--- src/rtl/fgmt_pkg.sv ---
package fgmt_pkg;
  localparam int unsigned DEF_THREADS = 4;

  function automatic int unsigned idx_width(input int unsigned n);
    return (n > 1) ? $clog2(n) : 1;
  endfunction
endpackage

--- src/rtl/fgmt_miss_track.sv ---
module fgmt_miss_track #(
  parameter int unsigned N_THREADS = fgmt_pkg::DEF_THREADS
) (
  input  logic                 clk_i,
  input  logic                 rst_ni,
  input  logic [N_THREADS-1:0] miss_start_i,
  input  logic [N_THREADS-1:0] miss_ret_i,
  output logic [N_THREADS-1:0] wait_q_o,
  output logic [N_THREADS-1:0] wait_nx_o
);
  logic [N_THREADS-1:0] wait_q;

  for (genvar g = 0; g < N_THREADS; g++) begin : g_thr
    // return has priority over start
    assign wait_nx_o[g] = miss_ret_i[g] ? 1'b0 : (miss_start_i[g] | wait_q[g]);

    always_ff @(posedge clk_i or negedge rst_ni) begin
      if (!rst_ni) wait_q[g] <= 1'b0;
      else         wait_q[g] <= wait_nx_o[g];
    end

    assert_ret_clears_R7: assert property (@(posedge clk_i) disable iff (!rst_ni)
      miss_ret_i[g] |=> !wait_q[g]);
    assert_start_sets_R5: assert property (@(posedge clk_i) disable iff (!rst_ni)
      (miss_start_i[g] && !miss_ret_i[g]) |=> wait_q[g]);
    assert_flag_hold_R5: assert property (@(posedge clk_i) disable iff (!rst_ni)
      (!miss_start_i[g] && !miss_ret_i[g]) |=> $stable(wait_q[g]));
  end

  assign wait_q_o = wait_q;
endmodule

--- src/rtl/fgmt_rr_pick.sv ---
module fgmt_rr_pick #(
  parameter int unsigned N_THREADS = fgmt_pkg::DEF_THREADS,
  localparam int unsigned TID_W    = fgmt_pkg::idx_width(N_THREADS)
) (
  input  logic [N_THREADS-1:0] req_i,
  input  logic [TID_W-1:0]     ptr_i,
  output logic [N_THREADS-1:0] gnt_o,
  output logic [TID_W-1:0]     idx_o,
  output logic                 any_o
);
  always_comb begin
    gnt_o = '0;
    idx_o = '0;
    any_o = 1'b0;
    for (int unsigned k = 0; k < N_THREADS; k++) begin
      int unsigned j;
      j = int'(ptr_i) + k;
      if (j >= N_THREADS) j = j - N_THREADS;
      if (!any_o && req_i[j]) begin
        any_o    = 1'b1;
        gnt_o[j] = 1'b1;
        idx_o    = TID_W'(j);
      end
    end
  end
endmodule

--- src/rtl/fgmt_thread_select.sv ---
module fgmt_thread_select #(
  parameter int unsigned N_THREADS = fgmt_pkg::DEF_THREADS,
  localparam int unsigned TID_W    = fgmt_pkg::idx_width(N_THREADS)
) (
  input  logic                 clk_i,
  input  logic                 rst_ni,
  input  logic [N_THREADS-1:0] valid_i,
  input  logic [N_THREADS-1:0] miss_start_i,
  input  logic [N_THREADS-1:0] miss_ret_i,
  input  logic                 stall_i,
  output logic [N_THREADS-1:0] grant_o,
  output logic [TID_W-1:0]     tid_o,
  output logic                 idle_o
);
  logic [N_THREADS-1:0] wait_q, wait_nx, elig, pick_gnt, grant_q;
  logic [TID_W-1:0]     pick_idx, ptr_q, ptr_nx, tid_q;
  logic                 pick_any, idle_q;

  fgmt_miss_track #(.N_THREADS(N_THREADS)) i_track (
    .clk_i       (clk_i),
    .rst_ni      (rst_ni),
    .miss_start_i(miss_start_i),
    .miss_ret_i  (miss_ret_i),
    .wait_q_o    (wait_q),
    .wait_nx_o   (wait_nx)
  );

  // same-cycle miss pulses already count
  assign elig = valid_i & ~wait_nx;

  fgmt_rr_pick #(.N_THREADS(N_THREADS)) i_pick (
    .req_i(elig),
    .ptr_i(ptr_q),
    .gnt_o(pick_gnt),
    .idx_o(pick_idx),
    .any_o(pick_any)
  );

  assign ptr_nx = (int'(pick_idx) == N_THREADS - 1) ? '0 : pick_idx + 1'b1;

  always_ff @(posedge clk_i or negedge rst_ni) begin
    if (!rst_ni) begin
      grant_q <= '0;
      tid_q   <= '0;
      idle_q  <= 1'b1;
      ptr_q   <= '0;
    end else if (!stall_i) begin
      grant_q <= pick_gnt;
      tid_q   <= pick_any ? pick_idx : '0;
      idle_q  <= !pick_any;
      if (pick_any) ptr_q <= ptr_nx;
    end
  end

  assign grant_o = grant_q;
  assign tid_o   = tid_q;
  assign idle_o  = idle_q;

  assert_onehot_R2: assert property (@(posedge clk_i) disable iff (!rst_ni)
    $onehot0(grant_o));
  assert_tid_match_R2: assert property (@(posedge clk_i) disable iff (!rst_ni)
    (grant_o != '0) |-> grant_o[tid_o]);
  assert_idle_flag_R8: assert property (@(posedge clk_i) disable iff (!rst_ni)
    idle_o == (grant_o == '0));
  assert_stall_hold_R9: assert property (@(posedge clk_i) disable iff (!rst_ni)
    stall_i |=> ($stable(grant_o) && $stable(tid_o) && $stable(idle_o) && $stable(ptr_q)));
  assert_skip_waiting_R5: assert property (@(posedge clk_i) disable iff (!rst_ni)
    !stall_i |=> ((grant_o & wait_q) == '0));
  assert_valid_only_R10: assert property (@(posedge clk_i) disable iff (!rst_ni)
    !stall_i |=> ((grant_o & ~$past(valid_i)) == '0));
  assert_ptr_hold_R4: assert property (@(posedge clk_i) disable iff (!rst_ni)
    (!stall_i && !pick_any) |=> $stable(ptr_q));
endmodule

--- config.mk ---
export PLATFORM = sky130hd
export DESIGN_NAME = fgmt_thread_select
export DESIGN_NICKNAME = d
export VERILOG_FILES = /design/src/rtl/fgmt_pkg.sv /design/src/rtl/fgmt_miss_track.sv /design/src/rtl/fgmt_rr_pick.sv /design/src/rtl/fgmt_thread_select.sv
export SDC_FILE = /design/constraint.sdc
export NUM_CORES = 1
export LEC_CHECK = 0
export BUFFER_PORTS_ARGS = -buffer_cell sky130_fd_sc_hd__buf_2
export CAP_MARGIN = 10
export CORE_ASPECT_RATIO = 1.2
export CORE_UTILIZATION = 45
export CTS_CLUSTER_DIAMETER = 50
export CTS_CLUSTER_SIZE = 40
export DETAILED_ROUTE_END_ITERATION = 7
export GPL_TIMING_DRIVEN = 0
export PLACE_DENSITY = 0.65
export SYNTH_ARGS = -nofsm -noshare
export SYNTH_HDL_FRONTEND = slang
export SYNTH_SLANG_ARGS = --single-unit
--- constraint.sdc ---
create_clock -name clk_i -period 3.3 [get_ports clk_i]
set_input_delay 0.495 -clock clk_i [delete_from_list [all_inputs] [get_ports clk_i]]
set_output_delay 0.495 -clock clk_i [all_outputs]
set_load 0.005 [all_outputs]
==> results.md, run 1 <==
* N_diodes at 0
* DRT Pass-1 Iters at 4
* Post-route cell area at about 0.0013 mm2
* Die Area at 0.00270 mm2
* Netlist cell types at 40
* Detail Route Antenna Nets at 0
* Slew Viols, Final at 0
* Min-delay worst type: in2async
* Die W at 47.6 um
* Sw frac at about 46%
* Iteration-0 DRC Markers at 50
* DPL Wire Length at 1950 um
* Status: finished, final reports clean
* Slowest stage delay, CP at about 0.59 ns
* Input/output buffers at 21
* Total number of vias at 1035
* Final min period at about 2.5 ns
* Uppermost layer routed: met4
* Max_cap viols at 0
* Inserted Clock Buffers at 3
* Post-route insts no fill at between 150 and 200
* Cells after DPL at between 150 and 200
* Core footprint at about 0.0023 mm2
* Post-CTS setup repair buffer count at 0
* Std cell rows at 19
* Worst Path Required at about 3.5 ns
* CP delay by family, top: simple AND/OR/NAND/NOR gates
* Clock Skew at between 0.01 and 0.015 ns
* Met3 wire length at approximately 150 um
* Layout fillers at between 200 and 250
* Initial antenna violation count at 0
* Fin crit share at between 70% and 80%
* Combinational share of power at 58.1%
* Global-route wire length before repair at approximately 4400 um
* Unrepaired setup endpoints after global routing: no
* Leak at about 0.6 nW
* Util after Layout at 55.5%
* CTS resizes at 0
* Clock Tree Buf Depth at 2
* Clk root buf: clkbuf_4
* Synthesized cell area at 0.00112 mm2
* Synth warn at 0
* WP data arrival at about 2.7 ns
* Worst-skew pair later-pin latency at 0.29 ns
* Final nets at between 150 and 200
* Sequential fraction of design power at about 29%
* Syn nets at roughly 140
* Max-slew headroom at 64.5%
* Met1 WL at 1160 um
* EDFF count, synth at 0
* WL/cell at 14.9 um
* Setup CP Type: reg2reg
* Largest net degree at the start of global routing at 14
* IO Pins at 22
* CP Capture Type: flip-flop
* Setup TNS at 0 ns
* Syn-to-layout area delta at 15.2%
* Clk slew on worst S/H paths at ~0.10 ns
* Total power after layout at roughly 0.83 mW
* GRT overflow at 0
* Setup-failing EPs final at 0
* Final Hold Viols at 0
* H-tree depth at 1
* Sw Pwr at around 0.38 mW
* Crit start category: flip-flop
* GPL Wtd Cong at around 0.9
* Vias/cell at 5.91
* Seq cells post-synth at 13
* VDD IR max at between 0.4 and 0.5 mV
* Critical path's slowest cell: dfrtp_1
* Layout cells sized above 1 at 31.9%
* Most used DFF post-synth: dfrtp_1
* WP buf/inv at 2
* DIE HEIGHT at ~57 um
* CTS tree: yes
* Slew @ Worst Pin at roughly 0.53 ns
* Min Hold Slack at slightly below 0.08 ns
* Dpl cell area at 0.00127 mm2
* Post-Syn Instances at approximately 120
* DRC errors left at 0
* Seq/Total Area, Yosys at 29.1%
* Syn_area_per_cell at about 9.4 um2
* Post-Route WL at 2610 um
* Initial Util at about half
* CTS sink cnt at 13
* Internal power at approximately 0.45 mW
* Cell Pwr Density at ~650 mW/mm2
* Met2 WL at around 1300 um
* Hold_buf cts at 0
* Fmax at 0.403 GHz
* Vias in the first global route at roughly 960
* GR Util All Layers at between 20% and 30%
* Clock Power Share at between 10 and 15%
* Critical path fanouts, max at 9
* Post-synth ARST share at 100%
* Crit path cell chain: inv_2 > ha_1 > inv_1 > nor2_1 > a2111oi_4 > a221oi_2 > or4_1 > nand3_1
* Setup Slack @ Placement at between 0.8 and 0.9 ns
* Final setup margin at slightly above 0.8 ns
[synth_stat cells (3+ instances only)]
library cell | number | area, um2
o21bai_4 | 4 | 75.1
o21ai_1 | 3 | 15.0
nor2_1 | 3 | 11.3
a32oi_1 | 5 | 43.8
inv_2 | 4 | 15.0
a221oi_1 | 4 | 35.0
nand2_1 | 19 | 71.3
nand3_1 | 3 | 15.0
o21ai_0 | 6 | 30.0
inv_1 | 11 | 41.3
dfrtp_1 | 12 | 300
ha_1 | 8 | 100
a2111oi_0 | 3 | 26.3
[final cells by class]
type                       instances  area (um2)  area share (%)
buffer                             3        27.5            2.13
clock buffer                       4        26.3            2.03
inverter                          15        56.3            4.36
multi-input combinational         88         712            55.1
sequential                        13         327            25.3
tap                               31        38.8            3.00
timing repair buffer              21         105            8.13
[worst paths after layout]
path | cells after the start | startpoint | to | slack (ns)
worst max-delay path | 8 | ptr_q[0] | ptr_q[1] | 0.82
worst min-delay path | 1 | rst_ni | i_track.wait_q_o[0] | 0.08
worst max register to register | 8 | ptr_q[0] | ptr_q[1] | 0.82
worst min register to register | 1 | tid_o[0] | tid_o[0] | 0.49
max in group asynchronous | 1 | rst_ni | idle_o | 2.91
min in group clk_i | 3 | miss_start_i[2] | i_track.wait_q_o[2] | 0.48
[worst register-to-register path, delay by kind of cell (launching register included)]
family | cells | cell delay (ns)
buf+inv | 2 | 0.39
compound gates | 2 | 0.44
simple gates | 3 | 0.62
flops | 1 | 0.59
fa+ha+maj | 1 | 0.40
[registers in the layout, summed over array words and instances (netlist names)]
name and count:
grant_o 4, i_track.wait_q_o 4, idle_o 1, ptr_q 2
tid_o 2
[power groups by stage]
stage | Clock [mW] | Sequential (mW) | Combinational [mW]
detailed placement | 0 | 0.247 | 0.480
global route | 0.117 | 0.252 | 0.539
floorplan | 0 | 0.246 | 0.352
CTS | 0.113 | 0.243 | 0.481
global placement | 0 | 0.245 | 0.474
finish | 0.107 | 0.243 | 0.485
[metal layers]
metal	track usage, %	up-vias
li1	-	502
met1	30.9	485
met2	34.4	41
met3	2.57	7
met4	12.3	0
met5	0	-
[layout by cell type (no fill, tap or decap), types with 2 or more instances in the layout]
| cell | instances |
|---|---|
| o2111ai_1 | 2 |
| nand2_1 | 19 |
| buf_2 | 22 |
| buf_6 | 2 |
| o211ai_1 | 2 |
| a221oi_1 | 4 |
| a2111oi_0 | 3 |
| o21ai_0 | 6 |
| ha_1 | 8 |
| nor3_1 | 2 |
| inv_2 | 4 |
| nand3_1 | 3 |
| clkbuf_4 | 3 |
| o21ai_1 | 3 |
| dfrtp_1 | 12 |
| inv_1 | 11 |
| nand2_2 | 2 |
| a32oi_1 | 5 |
| a211oi_1 | 2 |
| a221oi_2 | 2 |
| nor2_1 | 3 |
| o21bai_4 | 4 |
[cell families (layout without fill, tap and decap cells)]
kind of cell / Yosys count / after routing / synth area share (%)
DFF: 13 / 13 / 29.1
muxes: 1 / 1 / 2.01
and+or+nand+nor: 35 / 35 / 14.5
AOI/OAI and AO/OA: 44 / 44 / 38.0
adders and majority gates: 8 / 8 / 8.92
buffers and inverters: 18 / 43 / 7.47
(Power assumes the default switching activity.)
==> inputs of run 2 (changes only) <==
--- a/config.mk
+++ b/config.mk
@@ -13,7 +13,7 @@
 export CTS_CLUSTER_SIZE = 40
 export DETAILED_ROUTE_END_ITERATION = 7
 export GPL_TIMING_DRIVEN = 0
-export PLACE_DENSITY = 0.65
+export PLACE_DENSITY = 0.68
 export SYNTH_ARGS = -nofsm -noshare
 export SYNTH_HDL_FRONTEND = slang
 export SYNTH_SLANG_ARGS = --single-unit
==> constraint.sdc (replaced) <==
create_clock -name clk_i -period 2.2 [get_ports clk_i]
set_input_delay 0.33 -clock clk_i [delete_from_list [all_inputs] [get_ports clk_i]]
set_output_delay 0.33 -clock clk_i [all_outputs]
set_load 0.005 [all_outputs]
==> results.md, run 2 (synthesized netlist as in run 1, its figures left out) <==
* Area of the multi-input gates at 723 um2 (was 712 um2)
* WL/cell at 15.6 um (was 14.9 um)
* Layout cells sized above 1 at 34.9% (was 31.9%)
* Vias in the first global route at 957 (was 959)
* VDD IR max at 0.512 mV (was 0.423 mV)
* Status: finished, final reports clean (unchanged)
* Dpl cell area at 0.00127 mm2 (unchanged)
* Clock Tree Buf Depth at 2 (unchanged)
* CTS tree: yes (unchanged)
* Final Hold Viols at 0 (unchanged)
* CTS sink cnt at 13 (unchanged)
* Iteration-0 DRC Markers at 44 (was 50)
* Critical path's slowest cell: or4_1 (was dfrtp_1)
* Clock Skew at 0.00667 ns (was 0.0141 ns)
* Max-slew headroom at 64.9% (was 64.5%)
* Unrepaired setup endpoints after global routing: no (unchanged)
* Total power after layout at 1.30 mW (was 0.834 mW)
* Critical path fanouts, max at 8 (was 9)
* N_diodes at 0 (unchanged)
* Fmax at 0.476 GHz (was 0.403 GHz)
* Crit start category: flip-flop (unchanged)
* Inserted Clock Buffers at 3 (unchanged)
* Vias/cell at 6.11 (was 5.91)
* Sw frac at 46.0% (was 45.8%)
* Final nets at 170 (was 168)
* Total number of vias at 1081 (was 1035)
* Input/output buffers at 21 (unchanged)
* DRT Pass-1 Iters at 5 (was 4)
* Post-route cell area at 0.00133 mm2 (was 0.00129 mm2)
* Setup TNS at 0 ns (unchanged)
* Leak at 0.602 nW (was 0.584 nW)
* Min Hold Slack at 0.339 ns (was 0.0792 ns)
* Cell Pwr Density at 981 mW/mm2 (was 645 mW/mm2)
* Clk slew on worst S/H paths at 0.09 ns (was 0.10 ns)
* GR Util All Layers at 22.2% (was 22.9%)
* Syn-to-layout area delta at 18.4% (was 15.2%)
* Slew Viols, Final at 0 (unchanged)
* Setup CP Type: reg2reg (unchanged)
* Initial antenna violation count at 0 (unchanged)
* Final min period at 2.10 ns (was 2.48 ns)
* Largest net degree at the start of global routing at 14 (unchanged)
* Clock Power Share at 11.7% (was 12.8%)
* Std cell rows at 19 (unchanged)
* Max_cap viols at 0 (unchanged)
* IO Pins at 22 (unchanged)
* CP Capture Type: flip-flop (unchanged)
* Combinational share of power at 60.8% (was 58.1%)
* Highest-count cells in the layout ignoring fill and taps: 22 x buf_2, 19 x nand2_1, 10 x dfrtp_1 (was 22 x buf_2, 19 x nand2_1, 12 x dfrtp_1)
* Initial Util at 48.2% (unchanged)
* Worst-skew pair later-pin latency at 0.28 ns (was 0.29 ns)
* GPL Wtd Cong at 0.946 (was 0.887)
* Worst Path Required at 2.41 ns (was 3.53 ns)
* Min-delay worst type: in2reg (was in2async)
* H-tree depth at 1 (unchanged)
* Internal power at 0.704 mW (was 0.452 mW)
* Crit path cell chain: inv_4 > ha_1 > inv_2 > a311oi_1 > a221oi_4 > or4_1 > nand3_1 (was inv_2 > ha_1 > inv_1 > nor2_1 > a2111oi_4 > a221oi_2 > or4_1 > nand3_1)
* Slew @ Worst Pin at 0.526 ns (was 0.532 ns)
* Slowest stage delay, CP at 0.48 ns (was 0.59 ns)
* Fin crit share at 95.5% (was 75.2%)
* Leading cell type in the layout, fill and taps excluded: buf_2 (unchanged)
* Sequential fraction of design power at 27.4% (was 29.1%)
* WP data arrival at 2.31 ns (was 2.72 ns)
* R2R setup slack at 0.1 ns (was 0.82 ns)
* Layout fillers at 239 (was 232)
* Detail Route Antenna Nets at 0 (unchanged)
* Core footprint at 0.00233 mm2 (unchanged)
* DPL Wire Length at 2050 um (was 1950 um)
* Sw Pwr at 0.599 mW (was 0.382 mW)
* DRC errors left at 0 (unchanged)
* Post-Route WL at 2760 um (was 2610 um)
* Flip-flop and latch area at 329 um2 (was 327 um2)
* DIE HEIGHT at 56.7 um (unchanged)
* Die W at 47.6 um (unchanged)
* Die Area at 0.00270 mm2 (unchanged)
* Setup-failing EPs final at 0 (unchanged)
* Global-route wire length before repair at 4370 um (was 4420 um)
* Post-route insts no fill at 177 (was 175)
* Clk root buf: clkbuf_4 (unchanged)
* GRT overflow at 0 (unchanged)
* Cells after DPL at 171 (unchanged)
run 2: critical path: cells and delay by family (launching register included):
family,cells,cell delay (ns)
simple gates,2,0.57
compound gates,2,0.47
flops,1,0.45
fa+ha+maj,1,0.38
buf+inv,2,0.17
run 2: final timing paths:
| kind | startpoint | end | cells after the start |
|---|---|---|---|
| min reg2reg | tid_o[1] | tid_o[1] | 2 |
| max in group asynchronous | rst_ni | idle_o | 2 |
| min | miss_start_i[2] | i_track.wait_q_o[2] | 3 |
| max | ptr_q[1] | ptr_q[1] | 7 |
| min in group asynchronous | rst_ni | i_track.wait_q_o[2] | 2 |
| max reg2reg | ptr_q[1] | ptr_q[1] | 7 |
run 2: per-layer routing:
layer	track usage, %	vias to the layer above	wire [um]
li1	-	505	-
met1	28.1	514	1150
met2	36.2	50	1410
met3	1.93	12	110
met4	10.3	0	81
met5	0	-	0
run 2: cell type report:
type / count / area share (%)
Multi-Input combinational cell: 88 / 54.4
Sequential cell: 13 / 24.8
Timing Repair Buffer: 23 / 9.23
Inverter: 15 / 4.61
Tap cell: 31 / 2.92
Buffer: 3 / 2.07
Clock buffer: 4 / 1.98
run 2: stage by stage:
| step | setup slack (ns) | utilization (%) |
|---|---|---|
| 6_report | 0.0996 | 57.0 |
| 5_1_grt | 0.00705 | 57.0 |
| 4_1_cts | 0.0209 | 56.3 |
| 3_5_place_dp | -0.245 | 54.4 |
| 3_3_place_gp | -0.252 | 54.4 |
| 2_1_floorplan | 0.0374 | - |
run 2: power groups by stage:
| stage | logic [mW] | clock network [mW] | registers, mW |
|---|---|---|---|
| finish | 0.793 | 0.153 | 0.358 |
| detailed placement | 0.720 | 0 | 0.372 |
| floorplan | 0.528 | 0 | 0.369 |
| CTS | 0.757 | 0.152 | 0.354 |
| global placement | 0.705 | 0 | 0.369 |
| global route | 0.871 | 0.166 | 0.369 |
run 2: timing repair:
action	in CTS	in global routing
gates resized for setup	3	4
endpoints found under the hold margin	12	0
cloned	0	0
buffers inserted	1	0
pin swaps	0	0
setup endpoints to repair	8	3
hold buffers	1	0
==> inputs of run 3 (changes only) <==
--- a/config.mk
+++ b/config.mk
@@ -8,12 +8,12 @@
 export BUFFER_PORTS_ARGS = -buffer_cell sky130_fd_sc_hd__buf_2
 export CAP_MARGIN = 10
 export CORE_ASPECT_RATIO = 1.2
-export CORE_UTILIZATION = 45
-export CTS_CLUSTER_DIAMETER = 50
+export CORE_UTILIZATION = 49
+export CTS_CLUSTER_DIAMETER = 30
 export CTS_CLUSTER_SIZE = 40
 export DETAILED_ROUTE_END_ITERATION = 7
 export GPL_TIMING_DRIVEN = 0
-export PLACE_DENSITY = 0.68
+export PLACE_DENSITY = 0.73
 export SYNTH_ARGS = -nofsm -noshare
 export SYNTH_HDL_FRONTEND = slang
 export SYNTH_SLANG_ARGS = --single-unit
==> results.md, run 3 (synthesized netlist as in run 1, its figures left out) <==
* Final Hold Viols at 0 (unchanged)
* Cell Pwr Density at 995 mW/mm2 (was 981 mW/mm2)
* Final min period at 2.12 ns (was 2.10 ns)
* Fmax at 0.471 GHz (was 0.476 GHz)
* Setup-failing EPs final at 0 (unchanged)
* Worst Path Required at 2.41 ns (about the same)
* DRT Pass-1 Iters at 4 (was 5)
* Clk root buf: clkbuf_4 (unchanged)
* DRC errors left at 0 (unchanged)
* Iteration-0 DRC Markers at 32 (was 44)
* Clock Tree Buf Depth at 2 (unchanged)
* Vias/cell at 5.99 (was 6.11)
* DIE HEIGHT at 54.4 um (was 56.7 um)
* Clk slew on worst S/H paths at 0.07 ns (was 0.09 ns)
* Die W at 45.7 um (was 47.6 um)
* Setup CP Type: reg2reg (unchanged)
* Largest net degree at the start of global routing at 14 (unchanged)
* GR Util All Layers at 23.0% (was 22.2%)
* Leading cell type in the layout, fill and taps excluded: buf_2 (unchanged)
* Setup TNS at 0 ns (unchanged)
* Leak at 0.612 nW (was 0.602 nW)
* Vias in the first global route at 929 (was 957)
* WP data arrival at 2.33 ns (was 2.31 ns)
* Fin crit share at 96.5% (was 95.5%)
* CP Capture Type: flip-flop (unchanged)
* Min-delay worst type: in2reg (unchanged)
* Die Area at 0.00249 mm2 (was 0.00270 mm2)
* Total number of vias at 1066 (was 1081)
* VDD IR max at 0.653 mV (was 0.512 mV)
* Crit path cell chain: inv_4 > ha_2 > o21ai_0 > a221oi_4 > or4_1 > nand3_1 (was inv_4 > ha_1 > inv_2 > a311oi_1 > a221oi_4 > or4_1 > nand3_1)
* Worst-skew pair later-pin latency at 0.28 ns (about the same)
* Inserted Clock Buffers at 3 (unchanged)
* N_diodes at 0 (unchanged)
* CTS sink cnt at 13 (unchanged)
* CTS tree: yes (unchanged)
* Initial Util at 53.0% (was 48.2%)
* Input/output buffers at 21 (unchanged)
* Detail Route Antenna Nets at 0 (unchanged)
* Final nets at 172 (was 170)
* Post-Route WL at 2680 um (was 2760 um)
* Slew Viols, Final at 0 (unchanged)
* H-tree depth at 1 (unchanged)
* Critical path fanouts, max at 9 (was 8)
* Final setup margin at 0.0777 ns (was 0.0996 ns)
* DPL Wire Length at 2000 um (was 2050 um)
* IO Pins at 22 (unchanged)
* Syn-to-layout area delta at 21.1% (was 18.4%)
* Std cell rows at 18 (was 19)
* Critical path's slowest cell: or4_1 (unchanged)
* Max_cap viols at 0 (unchanged)
* Cells after DPL at 170 (was 171)
* Global-route wire length before repair at 4100 um (was 4370 um)
* Layout cells sized above 1 at 37.8% (was 34.9%)
* Highest-count cells in the layout ignoring fill and taps: 22 x buf_2, 19 x nand2_1, 10 x dfrtp_1 (unchanged)
* Crit start category: flip-flop (unchanged)
* Slowest stage delay, CP at 0.54 ns (was 0.48 ns)
* GPL Wtd Cong at 0.860 (was 0.946)
* WL/cell at 15.1 um (was 15.6 um)
* Core footprint at 0.00212 mm2 (was 0.00233 mm2)
* Clock Skew at 0.000529 ns (was 0.00667 ns)
* Setup Slack @ Placement at -0.259 ns (was -0.245 ns)
* Initial antenna violation count at 0 (unchanged)
* Post-route insts no fill at 178 (was 177)
* Status: finished, final reports clean (unchanged)
* Max-slew headroom at 61.1% (was 64.9%)
* GRT overflow at 0 (unchanged)
* Slew @ Worst Pin at 0.584 ns (was 0.526 ns)
-- run 3: changes by cell type in the layout (fill, tap and decap cells not counted), sizes merged --
| cell | before | now |
|---|---|---|
| buf | 25 | 27 |
-- run 3: final timing paths --
check | startpoint | to | slack [ns] | depth (start not counted)
min in group asynchronous | rst_ni | i_track.wait_q_o[1] | 0.46 | 2
min | miss_start_i[2] | i_track.wait_q_o[2] | 0.34 | 3
max | ptr_q[0] | ptr_q[1] | 0.08 | 6
max in group asynchronous | rst_ni | idle_o | 1.46 | 2
min reg2reg | idle_o | idle_o | 0.49 | 2
max reg2reg | ptr_q[0] | ptr_q[1] | 0.08 | 6
-- run 3: worst max-delay path, delay by kind of cell (launching register included) --
| kind | cells | cell delay (ns) |
|---|---|---|
| simple gates | 2 | 0.64 |
| compound gates | 2 | 0.54 |
| flops | 1 | 0.43 |
| fa+ha+maj | 1 | 0.33 |
| buf+inv | 1 | 0.12 |
-- run 3: layout make-up --
class,count,area [um2]
Fill cell,183,758
Multi-Input combinational cell,88,737
Sequential cell,13,329
Timing Repair Buffer,25,138
Inverter,15,63.8
Tap cell,30,37.5
Buffer,3,27.5
Clock buffer,4,26.3
-- run 3: stage by stage --
stage	instance area, um2	util [%]	hold slack (ns)	power (mW)
after CTS	1310	61.9	0.340	1.26
after global placement	1260	59.8	0.222	1.07
after floorplan	1120	-	0.0344	0.897
after global routing	1360	64.2	0.345	1.46
final	1360	64.2	0.340	1.35
after detailed placement	1260	59.8	0.235	1.09
-- run 3: what timing repair did --
action,4_1_cts,5_1_grt
endpoints found under the hold margin,12,0
resized for setup,4,7
buffers inserted,1,2
hold buffers,1,0
endpoints found under the setup margin,8,3
pin swaps,0,2
-- run 3: power by group --
part           internal (mW)  total (mW)  switching [mW]
Combinational          0.361       0.848           0.487
Sequential             0.308       0.358          0.0502
Clock                 0.0704       0.146          0.0758
Total                  0.739        1.35           0.613
-- run 3: layer usage --
layer | track usage [%] | wire length, um | up-vias
met2 | 38.3 | 1330 | 42
met4 | 10.3 | 102 | 0
met5 | 0 | 0 | -
met3 | 4.29 | 102 | 13
met1 | 28.5 | 1150 | 500
li1 | - | - | 511
